## src/rtl/shx_pkg.sv

```systemverilog
package shx_pkg;

  typedef enum logic [1:0] {
    PH_IDLE  = 2'd0,
    PH_STORE = 2'd1,
    PH_CLEAR = 2'd2,
    PH_LOAD  = 2'd3
  } shx_phase_e;

  // Power-up image of the shadow array, one value per word index.
  function automatic int unsigned shadow_init(int unsigned idx, int unsigned mul, int unsigned add);
    return idx * mul + add;
  endfunction

endpackage

```

## src/rtl/shx_seq.sv

```systemverilog
module shx_seq
  import shx_pkg::*;
#(
  parameter int ADDR_W = 4
) (
  input  logic              clk,
  input  logic              rst_n,
  input  logic              store_req,
  input  logic              recall_req,
  input  logic              supply_low,
  output shx_phase_e        phase_q,
  output logic [ADDR_W-1:0] idx_q,
  output logic              busy
);

  shx_phase_e        phase_d;
  logic [ADDR_W-1:0] idx_d;
  logic              at_last;

  assign at_last = (idx_q == {ADDR_W{1'b1}});
  assign busy    = (phase_q != PH_IDLE);

  always_comb begin
    phase_d = phase_q;
    idx_d   = idx_q + 1'b1;
    case (phase_q)
      PH_IDLE: begin
        idx_d = '0;
        // store outranks recall when both arrive together
        if (store_req && !supply_low) begin
          phase_d = PH_STORE;
        end else if (recall_req) begin
          phase_d = PH_CLEAR;
        end
      end
      PH_STORE: if (at_last) phase_d = PH_IDLE;
      PH_CLEAR: if (at_last) phase_d = PH_LOAD;
      PH_LOAD:  if (at_last) phase_d = PH_IDLE;
      default: begin
        phase_d = PH_IDLE;
        idx_d   = '0;
      end
    endcase
  end

  always_ff @(posedge clk or negedge rst_n) begin
    if (!rst_n) begin
      phase_q <= PH_IDLE;
      idx_q   <= '0;
    end else begin
      phase_q <= phase_d;
      idx_q   <= idx_d;
    end
  end

endmodule

```

## src/rtl/shx_work_array.sv

```systemverilog
module shx_work_array
  import shx_pkg::*;
#(
  parameter int ADDR_W = 4,
  parameter int DATA_W = 8
) (
  input  logic              clk,
  input  logic              rst_n,
  input  shx_phase_e        phase,
  input  logic [ADDR_W-1:0] idx,
  input  logic [DATA_W-1:0] load_data,
  input  logic              host_wr,
  input  logic              host_rd,
  input  logic [ADDR_W-1:0] host_addr,
  input  logic [DATA_W-1:0] host_wdata,
  output logic [DATA_W-1:0] xfer_rdata,
  output logic [DATA_W-1:0] host_rdata
);

  localparam int DEPTH = 1 << ADDR_W;

  logic [DEPTH-1:0][DATA_W-1:0] words;

  for (genvar g = 0; g < DEPTH; g++) begin : g_word
    logic [DATA_W-1:0] word_q;
    logic [DATA_W-1:0] word_d;
    logic              hit_xfer;

    assign hit_xfer = (idx == ADDR_W'(g));

    always_comb begin
      word_d = word_q;
      if (phase == PH_CLEAR && hit_xfer) begin
        word_d = '0;
      end else if (phase == PH_LOAD && hit_xfer) begin
        word_d = load_data;
      end else if (host_wr && host_addr == ADDR_W'(g)) begin
        word_d = host_wdata;
      end
    end

    always_ff @(posedge clk or negedge rst_n) begin
      if (!rst_n) word_q <= '0;
      else        word_q <= word_d;
    end

    assign words[g] = word_q;
  end

  assign xfer_rdata = words[idx];

  always_ff @(posedge clk or negedge rst_n) begin
    if (!rst_n)       host_rdata <= '0;
    else if (host_rd) host_rdata <= words[host_addr];
    else              host_rdata <= '0;
  end

endmodule

```

## src/rtl/shx_shadow_array.sv

```systemverilog
module shx_shadow_array
  import shx_pkg::*;
#(
  parameter int ADDR_W  = 4,
  parameter int DATA_W  = 8,
  parameter int PRE_MUL = 29,
  parameter int PRE_ADD = 7
) (
  input  logic              clk,
  input  logic              rst_n,
  input  logic              wr_en,
  input  logic [ADDR_W-1:0] idx,
  input  logic [DATA_W-1:0] wdata,
  output logic [DATA_W-1:0] rdata
);

  localparam int DEPTH = 1 << ADDR_W;

  logic [DEPTH-1:0][DATA_W-1:0] cells;

  for (genvar g = 0; g < DEPTH; g++) begin : g_cell
    localparam logic [DATA_W-1:0] INIT =
      DATA_W'(shadow_init(g, PRE_MUL, PRE_ADD));
    logic [DATA_W-1:0] cell_q;

    always_ff @(posedge clk or negedge rst_n) begin
      if (!rst_n)                           cell_q <= INIT;
      else if (wr_en && idx == ADDR_W'(g))  cell_q <= wdata;
    end

    assign cells[g] = cell_q;
  end

  assign rdata = cells[idx];

endmodule

```

## src/rtl/shadow_xfer_engine.sv

```systemverilog
module shadow_xfer_engine
  import shx_pkg::*;
#(
  parameter int ADDR_W  = 4,
  parameter int DATA_W  = 8,
  parameter int PRE_MUL = 29,
  parameter int PRE_ADD = 7
) (
  input  logic              clk,
  input  logic              rst_n,
  input  logic              mem_en,
  input  logic              mem_we,
  input  logic [ADDR_W-1:0] mem_addr,
  input  logic [DATA_W-1:0] mem_wdata,
  output logic [DATA_W-1:0] mem_rdata,
  input  logic              supply_low,
  input  logic              store_req,
  input  logic              recall_req,
  output logic              busy
);

  shx_phase_e        phase_q;
  logic [ADDR_W-1:0] idx_q;
  logic [DATA_W-1:0] work_xfer;
  logic [DATA_W-1:0] shadow_xfer;
  logic              host_wr;
  logic              host_rd;

  assign host_wr = mem_en &  mem_we & ~busy & ~supply_low;
  assign host_rd = mem_en & ~mem_we & ~busy;

  shx_seq #(.ADDR_W(ADDR_W)) u_seq (
    .clk        (clk),
    .rst_n      (rst_n),
    .store_req  (store_req),
    .recall_req (recall_req),
    .supply_low (supply_low),
    .phase_q    (phase_q),
    .idx_q      (idx_q),
    .busy       (busy)
  );

  shx_work_array #(.ADDR_W(ADDR_W), .DATA_W(DATA_W)) u_work (
    .clk        (clk),
    .rst_n      (rst_n),
    .phase      (phase_q),
    .idx        (idx_q),
    .load_data  (shadow_xfer),
    .host_wr    (host_wr),
    .host_rd    (host_rd),
    .host_addr  (mem_addr),
    .host_wdata (mem_wdata),
    .xfer_rdata (work_xfer),
    .host_rdata (mem_rdata)
  );

  shx_shadow_array #(
    .ADDR_W (ADDR_W),
    .DATA_W (DATA_W),
    .PRE_MUL(PRE_MUL),
    .PRE_ADD(PRE_ADD)
  ) u_shadow (
    .clk   (clk),
    .rst_n (rst_n),
    .wr_en (phase_q == PH_STORE),
    .idx   (idx_q),
    .wdata (work_xfer),
    .rdata (shadow_xfer)
  );

endmodule

```

## config.mk

```make
export PLATFORM = sky130hd
export DESIGN_NAME = shadow_xfer_engine
export DESIGN_NICKNAME = d
export VERILOG_FILES = /design/src/rtl/shx_pkg.sv /design/src/rtl/shx_seq.sv /design/src/rtl/shx_work_array.sv /design/src/rtl/shx_shadow_array.sv /design/src/rtl/shadow_xfer_engine.sv
export SDC_FILE = /design/constraint.sdc
export NUM_CORES = 1
export LEC_CHECK = 0
export BUFFER_PORTS_ARGS = -buffer_cell sky130_fd_sc_hd__buf_2
export CAP_MARGIN = 20
export CORE_MARGIN = 10
export CORE_UTILIZATION = 25
export CTS_CLUSTER_SIZE = 12
export DETAILED_ROUTE_END_ITERATION = 10
export SYNTH_ARGS = -nofsm -noshare
export SYNTH_HDL_FRONTEND = slang
export SYNTH_SLANG_ARGS = --single-unit
```

## constraint.sdc

```tcl
create_clock -name clk -period 3.1 [get_ports clk]
set_input_delay 0.155 -clock clk [delete_from_list [all_inputs] [get_ports clk]]
set_output_delay 0.155 -clock clk [all_outputs]
set_load 0.05 [all_outputs]
```

==> results of run 1 <==
[cells in the mapped netlist (3+ instances only)]
cell                       instances
sky130_fd_sc_hd__a211oi_1         13
sky130_fd_sc_hd__a21oi_1          31
sky130_fd_sc_hd__a221o_1          36
sky130_fd_sc_hd__a221oi_1          6
sky130_fd_sc_hd__a22oi_1          33
sky130_fd_sc_hd__a31oi_1           6
sky130_fd_sc_hd__and2_1            7
sky130_fd_sc_hd__and3_1           15
sky130_fd_sc_hd__and4b_1           3
sky130_fd_sc_hd__buf_1             5
sky130_fd_sc_hd__buf_2            32
sky130_fd_sc_hd__buf_4             8
sky130_fd_sc_hd__buf_6             4
sky130_fd_sc_hd__clkbuf_1         37
sky130_fd_sc_hd__dfrtp_1         210
sky130_fd_sc_hd__dfstp_2          60
sky130_fd_sc_hd__ha_1              4
sky130_fd_sc_hd__inv_1            41
sky130_fd_sc_hd__mux2_2          135
sky130_fd_sc_hd__mux2i_1          93
sky130_fd_sc_hd__mux4_2           93
sky130_fd_sc_hd__nand2_1          53
sky130_fd_sc_hd__nand2b_1          6
sky130_fd_sc_hd__nand3_1          37
sky130_fd_sc_hd__nand3b_1          4
sky130_fd_sc_hd__nand4_1           5
sky130_fd_sc_hd__nand4b_1          3
sky130_fd_sc_hd__nor2_1           29
sky130_fd_sc_hd__nor2_2            8
sky130_fd_sc_hd__nor2b_1          16
sky130_fd_sc_hd__o21ai_0          32
sky130_fd_sc_hd__o21ai_1           5
sky130_fd_sc_hd__o221ai_1         25
sky130_fd_sc_hd__o22ai_1           8
[logic make-up after synthesis]
family	after synthesis	share of synthesized area
compound gates	197	0.0973
xor+xnor	1	0.000601
mux	322	0.313
flops	270	0.468
fa+ha+maj	4	0.00343
buf+inv	130	0.0414
simple gates	201	0.0763
[final timing paths]
check                                        startpoint                            to  slack [ps]
max                                      u_seq.idx_q[0]  u_shadow.g_cell[8].cell_q[4]         510
min                                        mem_wdata[7]   u_work.g_word[13].word_q[7]          70
max reg2reg                              u_seq.idx_q[0]  u_shadow.g_cell[8].cell_q[4]         510
min reg2reg                u_shadow.g_cell[1].cell_q[1]  u_shadow.g_cell[1].cell_q[1]         500
max in group asynchronous                         rst_n  u_shadow.g_cell[4].cell_q[6]        1940
min in group asynchronous                         rst_n  u_shadow.g_cell[3].cell_q[5]         170
[metal layers]
metal | GRT usage | vias up | wire (µm)
met5 | 0 | - | 0
met1 | 0.162 | 5322 | 17700
met3 | 0.0269 | 49 | 2480
met4 | 0.0315 | 0 | 923
li1 | - | 4333 | -
met2 | 0.190 | 254 | 19400
[worst reg2reg max path, cell delays in order (launching register included)]
cell,delay (ps)
sky130_fd_sc_hd__dfrtp_4,490
sky130_fd_sc_hd__inv_2,290
sky130_fd_sc_hd__ha_1,380
sky130_fd_sc_hd__nor2b_1,350
sky130_fd_sc_hd__and3_1,560
sky130_fd_sc_hd__mux2_2,400
[placed cells by master, fill, tap and decap left out, drive strengths merged, types with 3 or more instances in the layout]
master / n
dfrtp: 210
mux2: 136
mux4: 93
mux2i: 93
buf: 62
dfstp: 60
nand2: 53
clkbuf: 47
inv: 44
nand3: 37
o21ai: 37
nor2: 37
a221o: 36
a22oi: 33
a21oi: 31
o221ai: 25
nor2b: 16
and3: 15
a211oi: 13
o22ai: 8
and2: 8
a31oi: 6
nand2b: 6
a221oi: 6
nand4: 5
nand3b: 4
ha: 4
and4b: 3
nand4b: 3
nor3: 3
[sequential cells by signal, summed over array words and instances, names as in the netlist]
register,cells
u_seq.idx_q,4
u_shadow.g_cell.cell_q,128
u_work.host_rdata,8
u_work.g_word.word_q,128
u_seq.phase_q,2
[final cells by class]
cell class | count | area [µm²] | area share
tap | 765 | 957 | 0.0584
multi-input combinational | 725 | 7150 | 0.436
clock inverter | 3 | 18.8 | 0.00114
clock buffer | 47 | 801 | 0.0488
inverter | 43 | 161 | 0.00984
sequential | 270 | 6840 | 0.417
timing repair buffer | 64 | 465 | 0.0284
[per-stage QoR]
step	instance area (µm²)	setup slack [ps]	util	cells
after global placement	15600	469	0.270	1865
after detailed placement	15600	471	0.270	1865
after floorplan	14600	688	-	1125
after global routing	16400	345	0.284	1917
final	16400	507	0.284	1917
after CTS	16400	444	0.284	1917
[report_power, final]
group | total, µW | leakage, µW | switching, µW | internal [µW]
Sequential | 6250 | 0.00304 | 1150 | 5100
Combinational | 6350 | 0.00310 | 3320 | 3030
Clock | 3150 | 0.000399 | 1400 | 1740
==> results.sh, run 1 <==
export IMPL_run_status="finished, final reports clean"
export IMPL_floorplan_initialDensity=0.253
export IMPL_count_of_cell_instances_traversed_by_the_critical_path=5
export IMPL_grt_setup_unrepaired="false"
export IMPL_synth_warning_count=0
export IMPL_synth_largest_area_cell="sky130_fd_sc_hd__dfrtp_1"
export IMPL_row_count=88
export IMPL_yosys_area_top_type_share=0.360
export IMPL_synth_edf_count=0
export IMPL_wire_length_of_the_first_global_routing_pass_um=64200
export IMPL_ant_nets=0
export IMPL_routabilityCongestion=0.833
export IMPL_root_buffer="sky130_fd_sc_hd__clkbuf_16"
export IMPL_cts_hold_buffers_added=2
export IMPL_number_of_levels_in_the_clock_h_tree=1
export IMPL_synth_top_cells_by_area="sky130_fd_sc_hd__dfrtp_1, sky130_fd_sc_hd__mux4_2, sky130_fd_sc_hd__dfstp_2, sky130_fd_sc_hd__mux2_2, sky130_fd_sc_hd__mux2i_1"
export IMPL_clock_fmax_mhz=386
export IMPL_num_io_pins=28
export IMPL_synth_seq_area_share=0.468
export IMPL_flops_latches_synth=270
export IMPL_reg2regPathDepth=5
export IMPL_overflow_after_grt=0
export IMPL_start_kind="flip-flop"
export IMPL_postCtsResizedCells=0
export IMPL_path_buf_inv=1
export IMPL_tritoncts="yes"
export IMPL_power_static_leakage_uw=0.00654
export IMPL_drt_first_pass_iters=5
export IMPL_timing_critical_path_to_type="flip-flop"
export IMPL_finalCritPeriodShare=0.836
export IMPL_drive_above_1_share=0.354
export IMPL_design_final_nets=1154
export IMPL_dpl_hpwl_um=28300
export IMPL_routedWlPerCell_um=21.1
export IMPL_post_route_drc_violation_count=0
export IMPL_synth_async_reset_ratio=1.00
export IMPL_cts_clk_slew_worst_paths_ps=60
export IMPL_post_synth_inst_count=1125
export IMPL_dieArea_um2=68400
export IMPL_clock_insertion_delay_worst_skew_ps=560
export IMPL_grt_start_max_net_pins=80
export IMPL_max_slew_worst_pin_slew_ps=936
export IMPL_die_height_um=262
export IMPL_timing_hold_worst_class="primary input to flip-flop"
export IMPL_cts_setup_buffers=0
export IMPL_synth_lib_cells_used_distinct=51
export IMPL_crit_chain="inv_2 -> ha_1 -> nor2b_1 -> and3_1 -> mux2_2"
export IMPL_syn_num_nets=1148
export IMPL_final_max_slew_violation_count=0
export IMPL_antenna_cells_inserted=0
export IMPL_setup_violations_final=0
export IMPL_cts_made_buffers=27
export IMPL_initial_drt_markers=906
export IMPL_grt_antenna_before_repair=0
export IMPL_maximum_clock_insertion_buffer_count=3
export IMPL_power_per_cell_area_nw_per_um2=961
export IMPL_data_arrival_time_of_the_critical_path_ps=3040
export IMPL_finalWorstPathRequiredPeriod_ps=2590
export IMPL_vias=9958
export IMPL_core_area_um2=57700
export IMPL_whs_ps=74.2
export IMPL_post_route_total_power_uw=15800
export IMPL_vdd_ir_drop_worst_mv=0.507
export IMPL_crit_required_ps=3550
export IMPL_maxCapViolCount=0
export IMPL_io_buffers=27
export IMPL_final_clock_skew_ps=16.8
export IMPL_detail_route_wirelength_um=40500
export IMPL_grt_pass1_vias=10300
export IMPL_track_usage=0.120
export IMPL_die_width_um=262
export IMPL_cts_sinks=270
export IMPL_timing_critical_path_slowest_stage_cell="sky130_fd_sc_hd__and3_1"
export IMPL_area_growth_pct=12.4
export IMPL_drt_vias_per_instance=5.19
export IMPL_synth_avg_cell_area_um2=13.0
export IMPL_cpPeakStageDelay_ps=560
export IMPL_slew_headroom=0.373
export IMPL_path_max_fanout=11
export IMPL_final_hold_viol_count=0
export IMPL_synth_top_flop_cell="sky130_fd_sc_hd__dfrtp_1"
export IMPL_min_path_cells=3
export IMPL_cp_top_family="simple AND/OR/NAND/NOR gates"
export IMPL_fill_cells=5941
export IMPL_worst_setup_path_type="flip-flop to flip-flop"
export IMPL_setup_total_negative_slack_ps=0
export IMPL_mappedNetlistArea_um2=14600
Note: power is estimated with default switching activity, not from simulation.
==> run 2, diff against run 1 <==
==> constraint.sdc (replaced) <==
create_clock -name clk -period 2.35 [get_ports clk]
set_input_delay 0.1175 -clock clk [delete_from_list [all_inputs] [get_ports clk]]
set_output_delay 0.1175 -clock clk [all_outputs]
set_load 0.05 [all_outputs]
==> results.sh, run 2 (same netlist as run 1, synthesis figures left out) <==
export IMPL_num_io_pins=28
export IMPL_initial_drt_markers=991
export IMPL_io_buffers=27
export IMPL_floorplan_initialDensity=0.253
export IMPL_finalWorstPathRequiredPeriod_ps=2210
export IMPL_root_buffer="sky130_fd_sc_hd__clkbuf_16"
export IMPL_die_height_um=262
export IMPL_layout_cells_most_common_list="sky130_fd_sc_hd__dfrtp_1, sky130_fd_sc_hd__mux2_2, sky130_fd_sc_hd__mux4_2, sky130_fd_sc_hd__mux2i_1, sky130_fd_sc_hd__buf_4"
export IMPL_dieArea_um2=68400
export IMPL_mostFrequentLayoutCell="sky130_fd_sc_hd__dfrtp_1"
export IMPL_final_hold_viol_count=0
export IMPL_grt_antenna_before_repair=0
export IMPL_clock_insertion_delay_worst_skew_ps=560
export IMPL_antenna_cells_inserted=0
export IMPL_cpPeakStageDelay_ps=490
export IMPL_cts_sinks=270
export IMPL_setup_violations_final=0
export IMPL_worst_path_most_repeated_cell="sky130_fd_sc_hd__buf_4"
export IMPL_row_count=88
export IMPL_data_arrival_time_of_the_critical_path_ps=2090
export IMPL_power_per_cell_area_nw_per_um2=1270
export IMPL_die_width_um=262
export IMPL_design_final_nets=1210
export IMPL_track_usage=0.121
export IMPL_drive_above_1_share=0.384
export IMPL_global_route_usage_met2=0.199
export IMPL_drt_vias_per_instance=5.15
export IMPL_grt_most_used_layer="met2"
export IMPL_max_slew_worst_pin_slew_ps=992
export IMPL_start_kind="flip-flop"
export IMPL_timing_hold_worst_class="primary input to flip-flop"
export IMPL_whs_ps=34.0
export IMPL_number_of_levels_in_the_clock_h_tree=1
export IMPL_dpl_hpwl_um=29700
export IMPL_maxCapViolCount=0
export IMPL_stdcell_area_um2=17100
export IMPL_routabilityCongestion=0.868
export IMPL_post_route_total_power_uw=21700
export IMPL_place_detailed_instances=1920
export IMPL_final_max_slew_violation_count=0
export IMPL_grt_start_max_net_pins=79
export IMPL_overflow_after_grt=0
export IMPL_vias=10200
export IMPL_area_growth_pct=17.0
export IMPL_path_max_fanout=9
export IMPL_grt_setup_unrepaired="false"
export IMPL_run_status="finished, final reports clean"
export IMPL_grt_pass1_vias=10600
export IMPL_fill_cells=5840
export IMPL_finalNonFillerCells=1974
export IMPL_use_met1=0.162
export IMPL_slew_headroom=0.335
export IMPL_grt_util_met3=0.0233
export IMPL_place_area_um2=16200
export IMPL_tritoncts="yes"
export IMPL_maximum_clock_insertion_buffer_count=3
export IMPL_cts_made_buffers=28
export IMPL_wire_length_of_the_first_global_routing_pass_um=65100
export IMPL_timing_critical_path_to_type="primary output"
export IMPL_finalCritPeriodShare=0.941
export IMPL_routedWlPerCell_um=21.1
export IMPL_clock_fmax_mhz=452
export IMPL_worst_setup_path_type="flip-flop to primary output"
export IMPL_largest_registers="u_shadow.g_cell.cell_q: 128 flops, u_work.g_word.word_q: 128 flops, u_work.host_rdata: 8 flops"
export IMPL_drt_first_pass_iters=5
export IMPL_crit_required_ps=2230
export IMPL_crit_chain="buf_4 -> nor2_1 -> buf_4 -> inv_1 -> buf_2"
export IMPL_power_static_leakage_uw=0.00689
export IMPL_core_area_um2=57700
export IMPL_post_route_drc_violation_count=0
export IMPL_ant_nets=0
export IMPL_final_clock_skew_ps=12.6
export IMPL_timing_critical_path_slowest_stage_cell="sky130_fd_sc_hd__dfrtp_1"
export IMPL_vdd_ir_drop_worst_mv=0.681
export IMPL_cts_clk_slew_worst_paths_ps=60
export IMPL_detail_route_wirelength_um=41800
-- run 2: cell types whose count changed in the layout (fill, tap and decap cells not counted), sizes merged --
cell      change
clkinvlp      +1
clkbuf        +2
inv           -1
buf          +55
-- run 2: power by group --
| part | leakage, µW | internal (µW) | switching (µW) |
|---|---|---|---|
| Clock | 0.000413 | 2410 | 1850 |
| Sequential | 0.00304 | 6740 | 1430 |
| Combinational | 0.00344 | 4470 | 4820 |
-- run 2: area by class of cell --
class	count	area, µm²	share of cell area
tap	765	957	0.0561
clock inverter	3	17.5	0.00103
clock buffer	49	841	0.0492
timing repair buffer	119	1100	0.0646
multi-input combinational	725	7150	0.419
sequential	270	6840	0.401
inverter	43	161	0.00945
-- run 2: per-layer routing --
layer  up-vias  part of all wire
met5         -                 0
met4         0             0.020
met3        59             0.057
met2       295              0.49
met1      5366              0.43
li1       4452                 -
-- run 2: through the flow --
stage | utilization | setup TNS (ps) | worst slack [ps]
2_1_floorplan | - | -1070 | -62.1
3_3_place_gp | 0.281 | 0 | 227
3_5_place_dp | 0.281 | 0 | 218
4_1_cts | 0.296 | 0 | 63.4
5_1_grt | 0.296 | 0 | 45.8
6_report | 0.296 | 0 | 140
-- run 2: worst max-delay path, delay by kind of cell, from the launching register on --
family / cells / cell delay (ps)
flops: 1 / 490
simple gates: 1 / 310
buf+inv: 4 / 730
-- run 2: worst paths after layout --
check / end / from / slack [ps] / cells past startpoint
setup / recovery: busy / u_seq.phase_q[1] / 140 / 5
hold / removal: u_seq.phase_q[0] / store_req / 30 / 5
setup reg to reg: u_work.g_word[0].word_q[7] / u_seq.idx_q[2] / 160 / 5
hold reg to reg: u_shadow.g_cell[13].cell_q[3] / u_shadow.g_cell[13].cell_q[3] / 500 / 1
max in group asynchronous: u_shadow.g_cell[12].cell_q[1] / rst_n / 1420 / 3
min in group asynchronous: u_shadow.g_cell[9].cell_q[4] / rst_n / 90 / 2
-- run 2: what timing repair did --
item	CTS	global route
setup endpoints to repair	0	0
hold endpoints to repair	232	0
hold buffers	2	0
setup buffers	0	0
gates resized for setup	0	0
